$ cat config.mk
export PLATFORM = sky130hd
export DESIGN_NAME = adc_host_regs
export DESIGN_NICKNAME = d
export VERILOG_FILES = /design/src/rtl/adc_regs_pkg.sv /design/src/rtl/adc_conv_model.sv /design/src/rtl/adc_irq_ctrl.sv /design/src/rtl/adc_dac_bank.sv /design/src/rtl/adc_host_regs.sv
export SDC_FILE = /design/constraint.sdc
export NUM_CORES = 1
export LEC_CHECK = 0
export BUFFER_PORTS_ARGS = -buffer_cell sky130_fd_sc_hd__buf_2
export CAP_MARGIN = 20
export CORE_MARGIN = 3
export CORE_UTILIZATION = 30
export DETAILED_ROUTE_END_ITERATION = 6
export PLACE_DENSITY = 0.64
export SLEW_MARGIN = 10
export SYNTH_ARGS = -nofsm -noshare
export SYNTH_HDL_FRONTEND = slang
export SYNTH_SLANG_ARGS = --single-unit
export TNS_END_PERCENT = 30
$ cat constraint.sdc
create_clock -name clk -period 2.08 [get_ports clk]
set_input_delay 0 -clock clk [delete_from_list [all_inputs] [get_ports clk]]
set_output_delay 0 -clock clk [all_outputs]
set_load 0.005 [all_outputs]
$ cat src/rtl/adc_regs_pkg.sv
package adc_regs_pkg;

    localparam int ADDR_W = 4;
    localparam int BYTE_W = 8;

    typedef enum logic [ADDR_W-1:0] {
        A_CHSEL  = 4'h0,
        A_RES_HI = 4'h1,
        A_RES_LO = 4'h2,
        A_ICTL   = 4'h3,
        A_ISTAT  = 4'h4
    } reg_addr_e;

    localparam logic [ADDR_W-1:0] DAC_BASE = 4'h8;

    typedef struct packed {
        logic              wr;
        logic              rd;
        logic [ADDR_W-1:0] addr;
        logic [BYTE_W-1:0] wdata;
    } bus_req_t;

    // busy flag on top, then the upper result bits
    function automatic logic [BYTE_W-1:0] hi_byte(input logic busy, input logic [6:0] upper);
        return {busy, upper};
    endfunction

endpackage

$ cat src/rtl/adc_conv_model.sv
module adc_conv_model #(
    parameter int CH_N        = 8,
    parameter int CH_W        = 3,
    parameter int RES_W       = 12,
    parameter int CONV_CYCLES = 8000
) (
    input  logic                  clk,
    input  logic                  rst,
    input  logic                  start,
    input  logic [CH_W-1:0]       start_ch,
    input  logic [CH_N*RES_W-1:0] ain,
    output logic                  busy,
    output logic                  done,
    output logic [RES_W-1:0]      sample
);
    localparam int CNT_W = $clog2(CONV_CYCLES + 1);
    localparam logic [CNT_W-1:0] LAST = CNT_W'(CONV_CYCLES - 1);

    logic [CNT_W-1:0] cnt_q;
    logic [CH_W-1:0]  ch_q;

    // a new start overrides a finishing conversion
    assign done   = busy && (cnt_q == LAST) && !start;
    assign sample = ain[ch_q*RES_W +: RES_W];

    always_ff @(posedge clk) begin
        if (rst) begin
            busy  <= 1'b0;
            cnt_q <= '0;
            ch_q  <= '0;
        end else if (start) begin
            busy  <= 1'b1;
            cnt_q <= '0;
            ch_q  <= start_ch;
        end else if (busy) begin
            if (cnt_q == LAST) begin
                busy <= 1'b0;
            end else begin
                cnt_q <= cnt_q + 1'b1;
            end
        end
    end
endmodule

$ cat src/rtl/adc_irq_ctrl.sv
module adc_irq_ctrl (
    input  logic clk,
    input  logic rst,
    input  logic en_wr,
    input  logic en_bit,
    input  logic done,
    input  logic ack,
    output logic ien,
    output logic pend
);
    always_ff @(posedge clk) begin
        if (rst) begin
            ien  <= 1'b0;
            pend <= 1'b0;
        end else begin
            if (en_wr) ien <= en_bit;
            // a fresh completion wins over an acknowledge on the same edge
            if (done && ien)  pend <= 1'b1;
            else if (ack)     pend <= 1'b0;
        end
    end
endmodule

$ cat src/rtl/adc_dac_bank.sv
module adc_dac_bank #(
    parameter int DAC_CH = 4
) (
    input  logic                 clk,
    input  logic                 rst,
    input  logic                 wr,
    input  logic [3:0]           off,
    input  logic [7:0]           wdata,
    output logic [7:0]           rd_byte,
    output logic [DAC_CH*8-1:0]  dac_out
);
    for (genvar k = 0; k < DAC_CH; k++) begin : g_ch
        always_ff @(posedge clk) begin
            if (rst)                             dac_out[k*8 +: 8] <= '0;
            else if (wr && off == 4'(k))         dac_out[k*8 +: 8] <= wdata;
        end
    end

    always_comb begin
        rd_byte = '0;
        for (int k = 0; k < DAC_CH; k++) begin
            if (off == 4'(k)) rd_byte = dac_out[k*8 +: 8];
        end
    end
endmodule

$ cat src/rtl/adc_host_regs.sv
module adc_host_regs
    import adc_regs_pkg::*;
#(
    parameter int CH_N        = 8,
    parameter int RES_W       = 12,
    parameter int DAC_CH      = 4,
    parameter int CONV_CYCLES = 8000
) (
    input  logic                  clk,
    input  logic                  rst,
    input  logic                  bus_wr,
    input  logic                  bus_rd,
    input  logic [3:0]            bus_addr,
    input  logic [7:0]            bus_wdata,
    output logic [7:0]            bus_rdata,
    input  logic [CH_N*RES_W-1:0] ain,
    output logic                  irq_o,
    output logic [DAC_CH*8-1:0]   dac_out
);
    localparam int CH_W = (CH_N > 1) ? $clog2(CH_N) : 1;

    bus_req_t req;
    assign req = '{wr: bus_wr, rd: bus_rd, addr: bus_addr, wdata: bus_wdata};

    logic            chsel_wr, ictl_wr, lo_rd, dac_hit;
    logic [3:0]      dac_off;
    logic [CH_W-1:0] chan_q;
    logic [RES_W-1:0] res_q, sample;
    logic            busy, done, ien, pend;
    logic [7:0]      dac_rd;

    assign chsel_wr = req.wr && req.addr == A_CHSEL;
    assign ictl_wr  = req.wr && req.addr == A_ICTL;
    assign lo_rd    = req.rd && req.addr == A_RES_LO;
    assign dac_off  = req.addr - DAC_BASE;
    assign dac_hit  = (req.addr >= DAC_BASE) && (int'(dac_off) < DAC_CH);

    always_ff @(posedge clk) begin
        if (rst) begin
            chan_q <= '0;
            res_q  <= '0;
        end else begin
            if (chsel_wr) chan_q <= req.wdata[CH_W-1:0];
            if (done)     res_q  <= sample;
        end
    end

    adc_conv_model #(
        .CH_N(CH_N), .CH_W(CH_W), .RES_W(RES_W), .CONV_CYCLES(CONV_CYCLES)
    ) u_conv (
        .clk(clk), .rst(rst), .start(chsel_wr), .start_ch(req.wdata[CH_W-1:0]),
        .ain(ain), .busy(busy), .done(done), .sample(sample)
    );

    adc_irq_ctrl u_irq (
        .clk(clk), .rst(rst), .en_wr(ictl_wr), .en_bit(req.wdata[0]),
        .done(done), .ack(lo_rd), .ien(ien), .pend(pend)
    );

    adc_dac_bank #(.DAC_CH(DAC_CH)) u_dac (
        .clk(clk), .rst(rst), .wr(req.wr && dac_hit), .off(dac_off),
        .wdata(req.wdata), .rd_byte(dac_rd), .dac_out(dac_out)
    );

    assign irq_o = pend;

    always_comb begin
        bus_rdata = '0;
        if (dac_hit) begin
            bus_rdata = dac_rd;
        end else begin
            case (req.addr)
                A_CHSEL:  bus_rdata = 8'(chan_q);
                A_RES_HI: bus_rdata = hi_byte(busy, 7'(res_q >> 8));
                A_RES_LO: bus_rdata = res_q[7:0];
                A_ICTL:   bus_rdata = {7'd0, ien};
                A_ISTAT:  bus_rdata = {7'd0, pend};
                default:  bus_rdata = '0;
            endcase
        end
    end
endmodule

## Yosys cells after proc, flatten, opt, wreduce, memory -nomap -nowiden

Cells that the tools add are included.

- Word-level logic and storage cells: 54
- Flip-flop bits (word level): 63
- Output and inout port bits: 41
- Input port bits: 112

- $mul: 1
- Multiplexer cells: 11
- Order comparisons: 2
- Bitwise gates (word level): 1
- Shift-type cells: 1
- Add/subtract/negate cells: 2
- Equality and inequality tests: 8
- Reductions and logical operators: 18

Operators by type and width:

| kind | number |
|---|---|
| indexed part select 96 x 8 -> 12 bit | 1 |
| 2-to-1 mux 8 bit | 5 |
| one-hot mux 8 bit (5 select lines) | 1 |
| == test 4 x 2 -> 1 bit, second input constant | 4 |
| adder 13 x 1 -> 13 bit, second input constant | 1 |
| == test 13 bit, second input constant | 1 |
| logical AND 1 bit | 12 |
| == test 4 x 1 -> 1 bit, second input constant | 2 |
| logical NOT 4 bit | 2 |
| multiplier 3 x 2 -> 5 bit, second input constant | 1 |
| 2-to-1 mux 1 bit | 5 |
| == test 4 x 3 -> 1 bit, second input constant | 1 |
| greater-or-equal comparator 4 bit, second input constant | 1 |
| less-than comparator 4 x 3 -> 1 bit, second input constant | 1 |
| subtractor 4 bit, second input constant | 1 |
| AND reduction 2 bit | 1 |
| nonzero test 2 bit | 1 |
| OR reduction 2 bit | 1 |
| logical NOT 1 bit | 1 |
| inverter 1 bit | 1 |

## Depth between registers and ports, before layout

Gate-level depths: netlist (run 1).

- Word-level depth: 7
- Gate-level depth with buffers: 7
- Gate-level depth less buffers: 5

## By module

From an unflattened synthesis (run 1), not the netlist that was laid out.

- Cells, all modules: 363
- Area total of the unflattened synthesis: 4005.1 µm²

Modules (own cells, without submodules):

| module | sequential area each (µm²) | area each (µm²) | instances | cells each |
|---|---|---|---|---|
| adc_conv_model | 340.3 | 1575.3 | 1 | 131 |
| adc_dac_bank | 640.6 | 1559.0 | 1 | 139 |
| adc_host_regs | 300.3 | 798.3 | 1 | 86 |
| adc_irq_ctrl | 40.0 | 72.6 | 1 | 7 |

## Worst setup path after synthesis (run 1)

OpenSTA, ideal clock, no wires.

- Path type: register to register
- Start: register u_conv.cnt_q[0]
- End: register res_q[0]
- Buffers on the path: 1
- Data required time: 1994 ps
- Library setup time: 86 ps
- Period minus slack after synthesis: 1634 ps
- Slack: 446 ps
- Arrival: 1549 ps
- Stages on the path, launching flop included: 7
- Cells stage by stage: dfxtp_1 > ha_1 > nand4_2 > nor3_4 > buf_2 > a21oi_1 > a211oi_1

- Longest elaborated chain between the ends: 3

RTL lines:

| what | line | RTL |
|---|---|---|
| start: declaration | adc_conv_model.sv:19 | `logic [CNT_W-1:0] cnt_q;` |
| start signal: assignment | adc_conv_model.sv:39 | `cnt_q <= cnt_q + 1'b1;` |
| == test 13 bit | adc_conv_model.sv:23 | `assign done = busy && (cnt_q == LAST) && !start;` |
| logical AND 1 bit (2 in series) | adc_conv_model.sv:23 |  |
| end signal: assignment | adc_host_regs.sv:44 | `if (done) res_q <= sample;` |
| end: declaration | adc_host_regs.sv:28 | `logic [RES_W-1:0] res_q, sample;` |

Every way passes these cells.
A chain may end at the register's enable or synchronous reset.

## Final worst setup path (run 1)

- Start: register u_conv.cnt_q[0]
- End: register u_conv.cnt_q[4]

- Longest elaborated chain between the ends: 3
- Elaborated cells between the ends (all ways): 4
- Those cells by class: add/sub (1); eq/ne (1); bitwise (1); reduce/logical (1)

RTL lines:

| what |
|---|
| parallel branches: the longest is 3 deep, another holds adder 13 x 1 -> 13 bit |

Several ways; the timed one is not identified.

==> results of run 1 <==
[repair_timing]
action,in CTS,in global routing
endpoints found under the setup margin,0,5
endpoints found under the hold margin,33,0
buffers inserted,0,1
hold buffers,9,0
gates resized for setup,0,1
[sequential cells by signal (all words and copies together) (netlist names)]
signal         flops
res_q             12
u_dac.dac_out     32
u_irq.pend         1
u_conv.busy        1
u_conv.ch_q        3
u_conv.cnt_q      13
u_irq.ien          1
[cell usage after synthesis (2+ instances only)]
| master | instances | share of area [%] |
|---|---|---|
| or3_1 | 6 | 1.0 |
| nand4_2 | 2 | 0.68 |
| and4b_1 | 2 | 0.55 |
| o221ai_1 | 2 | 0.48 |
| buf_4 | 4 | 0.82 |
| and2_1 | 2 | 0.34 |
| nand4_1 | 2 | 0.34 |
| a31oi_1 | 2 | 0.34 |
| buf_2 | 14 | 1.9 |
| nand3_1 | 18 | 2.5 |
| xor2_1 | 4 | 0.96 |
| nand3b_1 | 2 | 0.41 |
| a211oi_1 | 12 | 2.5 |
| mux4_2 | 25 | 15 |
| nor2_1 | 37 | 3.8 |
| o21ai_0 | 10 | 1.4 |
| o2bb2ai_1 | 3 | 0.72 |
| clkbuf_1 | 9 | 0.92 |
| o31ai_1 | 2 | 0.41 |
| nor2b_1 | 2 | 0.34 |
| a22oi_1 | 6 | 1.2 |
| nand2b_1 | 2 | 0.34 |
| dfxtp_1 | 63 | 34 |
| mux2i_1 | 47 | 13 |
| nand2_1 | 26 | 2.7 |
| a21oi_1 | 37 | 5.1 |
[power breakdown]
group | switching [uW] | leakage (uW) | total, uW | internal, uW
clock network | 532 | 0.000155 | 1570 | 1040
logic | 144 | 0.00139 | 314 | 170
registers | 8.82 | 0.000508 | 1230 | 1220
total | 684 | 0.00205 | 3110 | 2430
[cells by family (layout without fill, tap and decap cells)]
kind of cell               count (synthesis)  count (layout)  synth area share, %
AOI/OAI and AO/OA                         81              81                 14.2
xor gates and xnor gates                   4               4                0.958
adders and majority gates                  1               1                0.342
buffers and inverters                     30             190                 4.24
DFF                                       63              63                 34.5
muxes                                     72              72                 28.3
and+or+nand+nor                          114             114                 17.5
[through the flow]
stage,instance area (um^2),power (uW),hold slack [ns],utilization (%),cells
after floorplan,3660,1400,0.144,-,365
final,4970,3110,0.0616,42.6,668
after global routing,4970,3220,0.0709,42.6,668
after global placement,4540,1550,0.289,38.9,642
after detailed placement,4540,1550,0.301,38.9,642
after CTS,4940,3140,0.0496,42.4,667
[worst register-to-register path, cell delays in order, from the launching register on]
cell and delay (ns):
dfxtp_1 0.42, ha_1 0.31, nand4_2 0.27, o311ai_2 0.46
o21ai_0 0.17, a21oi_1 0.18
[worst max-delay path by stage]
stage | from | end | slack [ns] | cells after the start
6_report | u_conv.cnt_q[0]$_SDFFE_PP0P_ | u_conv.cnt_q[4]$_SDFFE_PP0P_ | 0.21 | 5
5_1_grt | u_conv.cnt_q[0]$_SDFFE_PP0P_ | u_conv.cnt_q[4]$_SDFFE_PP0P_ | 0.09 | 5
4_1_cts | u_conv.cnt_q[0]$_SDFFE_PP0P_ | res_q[8]$_SDFFE_PP0P_ | 0.11 | 5
3_5_place_dp | u_conv.cnt_q[0]$_SDFFE_PP0P_ | res_q[1]$_SDFFE_PP0P_ | 0.18 | 5
3_3_place_gp | u_conv.cnt_q[0]$_SDFFE_PP0P_ | res_q[1]$_SDFFE_PP0P_ | 0.29 | 5
2_1_floorplan | u_conv.cnt_q[0]$_SDFFE_PP0P_ | res_q[0]$_SDFFE_PP0P_ | 0.45 | 6
[routing by layer]
| metal | up-vias | routed length (um) |
|---|---|---|
| met1 | 1650 | 4700 |
| met3 | 14 | 637 |
| met5 | - | 0 |
| li1 | 1684 | - |
| met4 | 0 | 202 |
| met2 | 101 | 5670 |
[layout make-up]
class                      count  area, um^2
tap                          143         179
fill                        1082        6700
sequential                    63        1260
multi-input combinational    272        2240
clock inverter                 7        87.6
clock buffer                   9         225
timing repair buffer         173         966
inverter                       1        3.75
==> reports/qor.csv, run 1 <==
stage,metric,value,unit
outcome,status,finished clean,
timing,period utilisation layout,90.0,%
placed_design,IO buf count,152,
cells_and_area,Syn-to-layout area delta,35.8,%
setup_path,reg2reg path depth,5,
die,Ports,153,
power_and_ir_drop,power per cell area,626,nW/um^2
cells_and_area,n_diodes,0,
setup_path,FF-to-FF Start,u_conv.cnt_q[0]$_SDFFE_PP0P_,
timing,RSZ-0062 raised after global routing,false,
min_path,hold depth,3,
global_route,met2 GRT Util,27.7,%
cts,CTS tree,done,
die,die area,13600,um^2
cts,clk sink count,63,
synth,Synth cell types,50,
die,Starting Density,31.4,%
global_route,Global Route met3 Usage,4.15,%
setup_path,Worst setup EP type,flip-flop,
detailed_routing,DR pass1 iterations,4,
global_route,number of global-route vias before repair,3583,
cells_and_area,final net count,633,
power_and_ir_drop,leak pwr,0.00205,uW
global_route,met1 GRT Util,21.0,%
synth,number of synthesized flops with an enable pin,0,
setup_path,Critical Path Fanout Max,6,
cts,maximum buffer depth of the clock tree,2,
timing,min Tclk post-route,1.87,ns
synth,syn_nets,478,
global_route,largest net degree at the start of global routing,28,
detailed_routing,via/cell ratio,5.16,
detailed_routing,final WL,11200,um
cts,Clock transition at path regs,0.06,ns
die,Core ar.,11700,um^2
placed_design,DP HPWL,8650,um
detailed_routing,via count,3449,
detailed_routing,post-route ant nets,0,
timing,Max-slew headroom,64.4,%
synth,Main synth FF type,dfxtp_1,
placed_design,Final Wtd Congestion,0.841,
min_path,Worst Hold End,u_dac.dac_out[25]$_SDFFE_PP0P_,
setup_path,RR Endpoint,u_conv.cnt_q[4]$_SDFFE_PP0P_,
timing,Final Setup Violations,0,
die,die outline height,116,um
power_and_ir_drop,largest vdd supply drop,0.000343,V
timing,Final WS setup,0.209,ns
setup_path,flop2flop setup slack,0.21,ns
synth,Mapped Cells,365,
setup_path,slowest CP cell,o311ai_2,
min_path,Hold Crit Start,bus_wr,
synth,synthesized flop and latch total,63,
synth,Synth Cell Area,3660,um^2
cts,CTS Buf Count,9,
cts,htree depth,3,
setup_path,Crit Path Class,flip-flop to flip-flop,
cts,clock latency on the worst-skew pair,0.33,ns
timing,Setup Skew,0.00596,ns
cells_and_area,fraction of layout cells with a size suffix above 1,42.3,%
synth,syn_area_per_cell,10.0,um^2
placed_design,post-place setup slack,0.176,ns
timing,"Slew Viols, Final",0,
setup_path,"delay-heaviest family, CP",compound AO/OA/AOI/OAI gates,
synth,"Async S/R FF share, synth",0,%
die,# rows,39,
setup_path,WP data required,2.33,ns
detailed_routing,Routed WL per cell,16.8,um
timing,TNS Setup,0,ns
global_route,grt total ovfl,0,
detailed_routing,DRC,0,
flow_run,Max Cap Viol,0,
timing,top achievable clock speed,534,MHz
global_route,initial antenna violation count,0,
synth,"Seq/Total Area, Yosys",34.5,%
die,Die X,116,um
global_route,wire length of the first global-routing pass,17700,um
global_route,GRT busiest layer,met2,
setup_path,startpoint types,flip-flop,
global_route,GR Util All Layers,16.8,%
setup_path,Arrival @ worst endpoint,2.12,ns
detailed_routing,Initial DRC Count,223,
synth,Ys Warns,0,
cells_and_area,"most common cell after layout, fill and taps aside",buf_2,
cells_and_area,most frequent cells in the layout,"buf_2 (152), dfxtp_1 (62), mux2i_1 (47)",
setup_path,Max stage delay on crit path,0.46,ns
setup_path,crit path buf inv count,0,
timing,Slew @ Worst Pin,0.534,ns
timing,"Hold Vio Cnt, Final",0,
min_path,HP Class,input port to flip-flop,
cts,clock root cell,clkbuf_16,
setup_path,worst-path cell chain,"ha_1, nand4_2, o311ai_2, o21ai_0, a21oi_1",
Note: power is estimated with default switching activity, not from simulation.
==> run 2: changes to the inputs <==
--- a/config.mk
+++ b/config.mk
@@ -7,10 +7,13 @@
 export LEC_CHECK = 0
 export BUFFER_PORTS_ARGS = -buffer_cell sky130_fd_sc_hd__buf_2
 export CAP_MARGIN = 20
+export CELL_PAD_IN_SITES_DETAIL_PLACEMENT = 1
+export CELL_PAD_IN_SITES_GLOBAL_PLACEMENT = 2
 export CORE_MARGIN = 3
 export CORE_UTILIZATION = 30
 export DETAILED_ROUTE_END_ITERATION = 6
-export PLACE_DENSITY = 0.64
+export HOLD_SLACK_MARGIN = 0.06
+export PLACE_DENSITY = 0.95
 export SLEW_MARGIN = 10
 export SYNTH_ARGS = -nofsm -noshare
 export SYNTH_HDL_FRONTEND = slang
==> constraint.sdc (replaced) <==
create_clock -name clk -period 2.2 [get_ports clk]
set_input_delay 0 -clock clk [delete_from_list [all_inputs] [get_ports clk]]
set_output_delay 0 -clock clk [all_outputs]
set_load 0.005 [all_outputs]
==> reports/qor.csv, run 2 (same netlist as run 1, synthesis figures left out) <==
stage,metric,value,unit
cts,clock root cell,clkbuf_16,
detailed_routing,via/cell ratio,5.34,
power_and_ir_drop,leak pwr,0.00203,uW
min_path,HP Class,input port to flip-flop,
setup_path,slowest CP cell,dfxtp_1,
timing,Max-slew headroom,57.2,%
timing,"Hold Vio Cnt, Final",0,
setup_path,Max stage delay on crit path,0.43,ns
cells_and_area,Syn-to-layout area delta,34.7,%
die,die area,13600,um^2
detailed_routing,via count,3555,
timing,period utilisation layout,88.0,%
timing,top achievable clock speed,517,MHz
timing,TNS Setup,0,ns
detailed_routing,Routed WL per cell,19.1,um
power_and_ir_drop,power per cell area,575,nW/um^2
cells_and_area,n_diodes,0,
cells_and_area,most frequent cells in the layout,"buf_2 (152), dfxtp_1 (62), mux2i_1 (47)",
cts,CTS tree,done,
timing,RSZ-0062 raised after global routing,false,
cts,Clock transition at path regs,0.05,ns
die,# rows,39,
cts,PostCTS Resize Cnt,0,
cts,htree depth,3,
placed_design,Final Wtd Congestion,0.825,
detailed_routing,DR pass1 iterations,4,
die,die outline height,116,um
cts,maximum buffer depth of the clock tree,2,
placed_design,post-place setup slack,0.209,ns
placed_design,IO buf count,152,
cells_and_area,max reg flops,32,
die,Ports,153,
global_route,GRT busiest layer,met2,
outcome,status,finished clean,
timing,Setup Skew,0.00250,ns
setup_path,worst-path cell chain,"ha_1, nand4_2, nor3_1, and2_1, a211oi_1",
cells_and_area,top flop regs,"u_dac.dac_out: 32 flops, u_conv.cnt_q: 13 flops, res_q: 12 flops",
setup_path,startpoint types,flip-flop,
global_route,met2 GRT Util,35.2,%
die,Starting Density,31.4,%
global_route,largest net degree at the start of global routing,28,
cts,CTS Buf Count,9,
cells_and_area,Reg with most FFs,u_dac.dac_out,
cts,clock latency on the worst-skew pair,0.33,ns
timing,"Slew Viols, Final",0,
power_and_ir_drop,largest vdd supply drop,0.000305,V
setup_path,Worst setup EP type,flip-flop,
detailed_routing,DRC,0,
global_route,wire length of the first global-routing pass,20200,um
global_route,Global Route met3 Usage,4.04,%
cells_and_area,final net count,632,
detailed_routing,Initial DRC Count,182,
global_route,grt total ovfl,0,
die,Die X,116,um
detailed_routing,post-route ant nets,0,
global_route,GR Util All Layers,19.2,%
global_route,met1 GRT Util,22.6,%
cells_and_area,fraction of layout cells with a size suffix above 1,41.5,%
placed_design,DP HPWL,9430,um
timing,min Tclk post-route,1.94,ns
timing,Final Setup Violations,0,
detailed_routing,final WL,12700,um
timing,Final WS setup,0.264,ns
setup_path,Critical Path Fanout Max,12,
setup_path,Arrival @ worst endpoint,2.12,ns
cells_and_area,"most common cell after layout, fill and taps aside",buf_2,
global_route,number of global-route vias before repair,3835,
global_route,initial antenna violation count,0,
timing,Slew @ Worst Pin,0.642,ns
cts,clk sink count,63,
die,Core ar.,11700,um^2
setup_path,WP data required,2.38,ns
flow_run,Max Cap Viol,0,
setup_path,Crit Path Class,flip-flop to flip-flop,
[run 2: layer usage]
metal | vias up | routed length, um
met1 | 1731 | 5100
met3 | 20 | 677
met4 | 0 | 200
met5 | - | 0
met2 | 120 | 6720
li1 | 1684 | -
[run 2: critical path: cells and delay by family, from the launching register on]
kind / cells / cell delay [ns]
simple gates: 3 / 0.92
flops: 1 / 0.43
fa+ha+maj: 1 / 0.28
compound gates: 1 / 0.15
[run 2: layout make-up]
type | count | area, um^2
fill | 1365 | 6740
tap | 143 | 179
sequential | 63 | 1260
clock inverter | 4 | 47.5
timing repair buffer | 172 | 958
inverter | 1 | 3.75
clock buffer | 11 | 233
multi-input combinational | 272 | 2240
[run 2: final timing paths]
check	start	endpoint	slack, ns	cells past startpoint
worst max-delay path	u_conv.cnt_q[0]$_SDFFE_PP0P_	res_q[3]$_SDFFE_PP0P_	0.26	5
worst min-delay path	bus_wr	u_dac.dac_out[25]$_SDFFE_PP0P_	0.08	3
worst max register to register	u_conv.cnt_q[0]$_SDFFE_PP0P_	res_q[3]$_SDFFE_PP0P_	0.26	5
worst min register to register	u_dac.dac_out[26]$_SDFFE_PP0P_	u_dac.dac_out[26]$_SDFFE_PP0P_	0.48	2
[run 2: per-stage QoR]
stage / cells / hold WS, ns / utilization (%) / area [um^2] / total power, uW
2_1_floorplan: 365 / 0.144 / - / 3660 / 1330
3_3_place_gp: 641 / 0.289 / 38.9 / 4530 / 1460
3_5_place_dp: 641 / 0.302 / 38.9 / 4530 / 1470
4_1_cts: 665 / 0.0637 / 42.1 / 4900 / 2850
5_1_grt: 666 / 0.0890 / 42.2 / 4920 / 2940
6_report: 666 / 0.0768 / 42.2 / 4920 / 2830
[run 2: power breakdown]
part	internal [uW]	switching, uW
clock	866	501
sequential	1150	8.54
combinational	161	142
total	2180	651
[run 2: repair_timing]
action / 4_1_cts / 5_1_grt
hold buffers: 9 / 0
hold endpoints to repair: 37 / 0
setup endpoints to repair: 0 / 1
buffers inserted: 0 / 1
==> run 3: changes to the inputs <==
--- a/config.mk
+++ b/config.mk
@@ -11,11 +11,13 @@
 export CELL_PAD_IN_SITES_GLOBAL_PLACEMENT = 2
 export CORE_MARGIN = 3
 export CORE_UTILIZATION = 30
+export CTS_CLUSTER_SIZE = 14
 export DETAILED_ROUTE_END_ITERATION = 6
 export HOLD_SLACK_MARGIN = 0.06
-export PLACE_DENSITY = 0.95
+export PLACE_DENSITY = 0.9
 export SLEW_MARGIN = 10
 export SYNTH_ARGS = -nofsm -noshare
 export SYNTH_HDL_FRONTEND = slang
+export SYNTH_HIERARCHICAL = 1
 export SYNTH_SLANG_ARGS = --single-unit
 export TNS_END_PERCENT = 30
==> reports/qor.csv, run 3 <==
stage,metric,value,unit
setup_path,startpoint types,flip-flop,
synth,Synth cell types,52,
die,Die X,122,um
cts,CTS tree,done,
outcome,status,finished clean,
synth,most frequent cell after synthesis,dfxtp_1,
cts,hold_buf cts,10,
global_route,GR Util All Layers,17.6,%
synth,Main synth FF type,dfxtp_1,
timing,Setup Skew,0.00533,ns
synth,"top cells by area, synth","dfxtp_1 (33%), mux2i_1 (13%), mux4_1 (12%), mux4_2 (7.9%), nand2b_1 (7.3%)",
synth,area share of the largest cell type after synthesis,33.0,%
setup_path,worst-path cell chain,"mux4_2, and2_1, and2_2, a31oi_1, o22ai_1, buf_2",
cells_and_area,fraction of layout cells with a size suffix above 1,41.0,%
cells_and_area,n_diodes,0,
die,die outline height,122,um
synth,"Async S/R FF share, synth",0,%
detailed_routing,post-route ant nets,0,
power_and_ir_drop,largest vdd supply drop,0.000262,V
placed_design,Final Wtd Congestion,0.794,
setup_path,WP data required,2.20,ns
timing,Final Setup Violations,0,
cts,Clock transition at path regs,0.05,ns
power_and_ir_drop,power per cell area,543,nW/um^2
global_route,grt total ovfl,0,
placed_design,IO buf count,152,
global_route,largest net degree at the start of global routing,28,
setup_path,Worst setup EP type,primary output,
detailed_routing,via count,3555,
cells_and_area,final net count,636,
setup_path,Arrival @ worst endpoint,1.92,ns
synth,syn_area_per_cell,11.0,um^2
cts,Post-CTS Setup Bufs,0,
timing,top achievable clock speed,522,MHz
die,# rows,41,
cts,CTS Buf Count,9,
synth,Synth Cell Area,4010,um^2
global_route,wire length of the first global-routing pass,20400,um
synth,Ys Warns,6,
power_and_ir_drop,leak pwr,0.00236,uW
cells_and_area,max reg flops,32,
synth,"Seq/Total Area, Yosys",33.0,%
timing,min Tclk post-route,1.92,ns
cells_and_area,"most common cell after layout, fill and taps aside",buf_2,
flow_run,Max Cap Viol,0,
timing,TNS Setup,0,ns
timing,period utilisation layout,87.1,%
synth,number of synthesized flops with an enable pin,0,
detailed_routing,via/cell ratio,5.09,
die,Ports,153,
cts,PostCTS Resize Cnt,0,
detailed_routing,Initial DRC Count,97,
setup_path,Critical Path Fanout Max,3,
detailed_routing,DRC,0,
placed_design,placed cell area,4940,um^2
die,Starting Density,31.2,%
setup_path,Max stage delay on crit path,0.47,ns
detailed_routing,Routed WL per cell,18.4,um
cells_and_area,multi-input logic area,2540,um^2
cells_and_area,top flop regs,"u_dac/dac_out: 32 flops, u_conv/cnt_q: 13 flops, res_q: 12 flops",
cells_and_area,Syn-to-layout area delta,33.2,%
detailed_routing,final WL,12800,um
global_route,number of global-route vias before repair,3898,
die,die area,14800,um^2
global_route,initial antenna violation count,0,
placed_design,DP HPWL,9960,um
cts,htree depth,3,
timing,"Slew Viols, Final",0,
setup_path,Crit Path Class,flip-flop to primary output,
cts,maximum buffer depth of the clock tree,2,
min_path,HP Class,input port to flip-flop,
timing,Max-slew headroom,54.4,%
cells_and_area,Reg with most FFs,u_dac/dac_out,
synth,syn_nets,476,
synth,leading area contributor after synthesis,dfxtp_1,
cts,clk sink count,66,
timing,RSZ-0062 raised after global routing,false,
cells_and_area,FF+latch area,1320,um^2
cts,clock root cell,clkbuf_16,
timing,"Hold Vio Cnt, Final",0,
cells_and_area,fillers,1491,
timing,Slew @ Worst Pin,0.683,ns
die,Core ar.,12800,um^2
detailed_routing,DR pass1 iterations,5,
synth,synth cell count leaders,"dfxtp_1 (66), mux2i_1 (54), nand2b_1 (47), nor2_1 (31), mux4_1 (18)",
cells_and_area,design area,5340,um^2
synth,Mapped Cells,363,
cells_and_area,most frequent cells in the layout,"buf_2 (152), dfxtp_1 (66), mux2i_1 (54)",
cts,clock latency on the worst-skew pair,0.33,ns
setup_path,slowest CP cell,mux4_2,
synth,synthesized flop and latch total,66,
run 3: cell types whose count changed in the layout (fill, tap and decap cells not counted), moves of 6 or more:
cell / delta
mux2i_1: +7
nand2_1: -16
mux4_2: -11
o21ai_0: -7
a21oi_1: -34
xnor2_1: +6
mux4_1: +18
a211oi_1: -12
nand2b_1: +45
nand3_1: -12
and2_1: +8
a22oi_1: -6
mux2_2: +13
nor2_1: -6
run 3: per-stage QoR:
stage               worst slack (ns)  hold slack, ns  total power [uW]  std cells  util, %
floorplan                      0.295          0.0624              1370        363        -
global placement               0.484           0.314              1500        674     38.6
detailed placement             0.384           0.330              1520        674     38.6
CTS                            0.289          0.0838              2930        699     41.6
global route                   0.179           0.111              3010        699     41.6
finish                         0.284          0.0837              2900        699     41.6
run 3: path summary, 6_finish.rpt:
kind                             startpoint                      end  slack, ns  depth (start not counted)
max          u_dac/dac_out[25]$_SDFFE_PP0P_             bus_rdata[1]       0.28                          6
min                                  bus_rd  u_irq/pend$_SDFFE_PP0P_       0.08                          4
max reg2reg     u_conv/ch_q[0]$_SDFFE_PP0P_    res_q[4]$_SDFFE_PP0P_       0.36                          5
min reg2reg          chan_q[0]$_SDFFE_PP0P_   chan_q[0]$_SDFFE_PP0P_       0.49                          2
run 3: cell type report:
type,instances,area share (%)
inverters,5,0.352
clock inverters,1,0.141
repair buffers,172,17.8
clock buffers,14,5.32
multi-input cells,269,47.6
flip-flops and latches,66,24.8
well taps,172,4.03
run 3: power by group:
part	total (uW)	leakage (uW)	switching [uW]	internal (uW)
sequential	1210	0.000532	5.28	1200
clock	1390	0.000141	512	880
combinational	299	0.00169	126	173
run 3: per-layer routing:
metal  GRT usage (%)  vias to the layer above  part of all wire [%]
li1                -                     1672                     -
met1            21.0                     1748                    41
met2            31.2                      114                    50
met3            4.78                       21                   6.8
met4            4.41                        0                   1.9
met5               0                        -                     0
run 3: worst max-delay path: cells and delay by family, from the launching register on:
family                 cells  cell delay [ns]
AO/OA/AOI/OAI              2             0.30
AND/OR/NAND/NOR            2             0.36
flip-flops                 1             0.32
multiplexers               1             0.47
buffers and inverters      1             0.14
run 3: kinds of logic after synthesis:
family	Yosys count	share of synthesized area [%]
AOI/OAI and AO/OA	24	4.34
DFF	66	33.0
and+or+nand+nor	137	20.1
muxes	99	36.8
adders and majority gates	1	0.312
xor gates and xnor gates	8	1.75
buffers and inverters	28	3.69
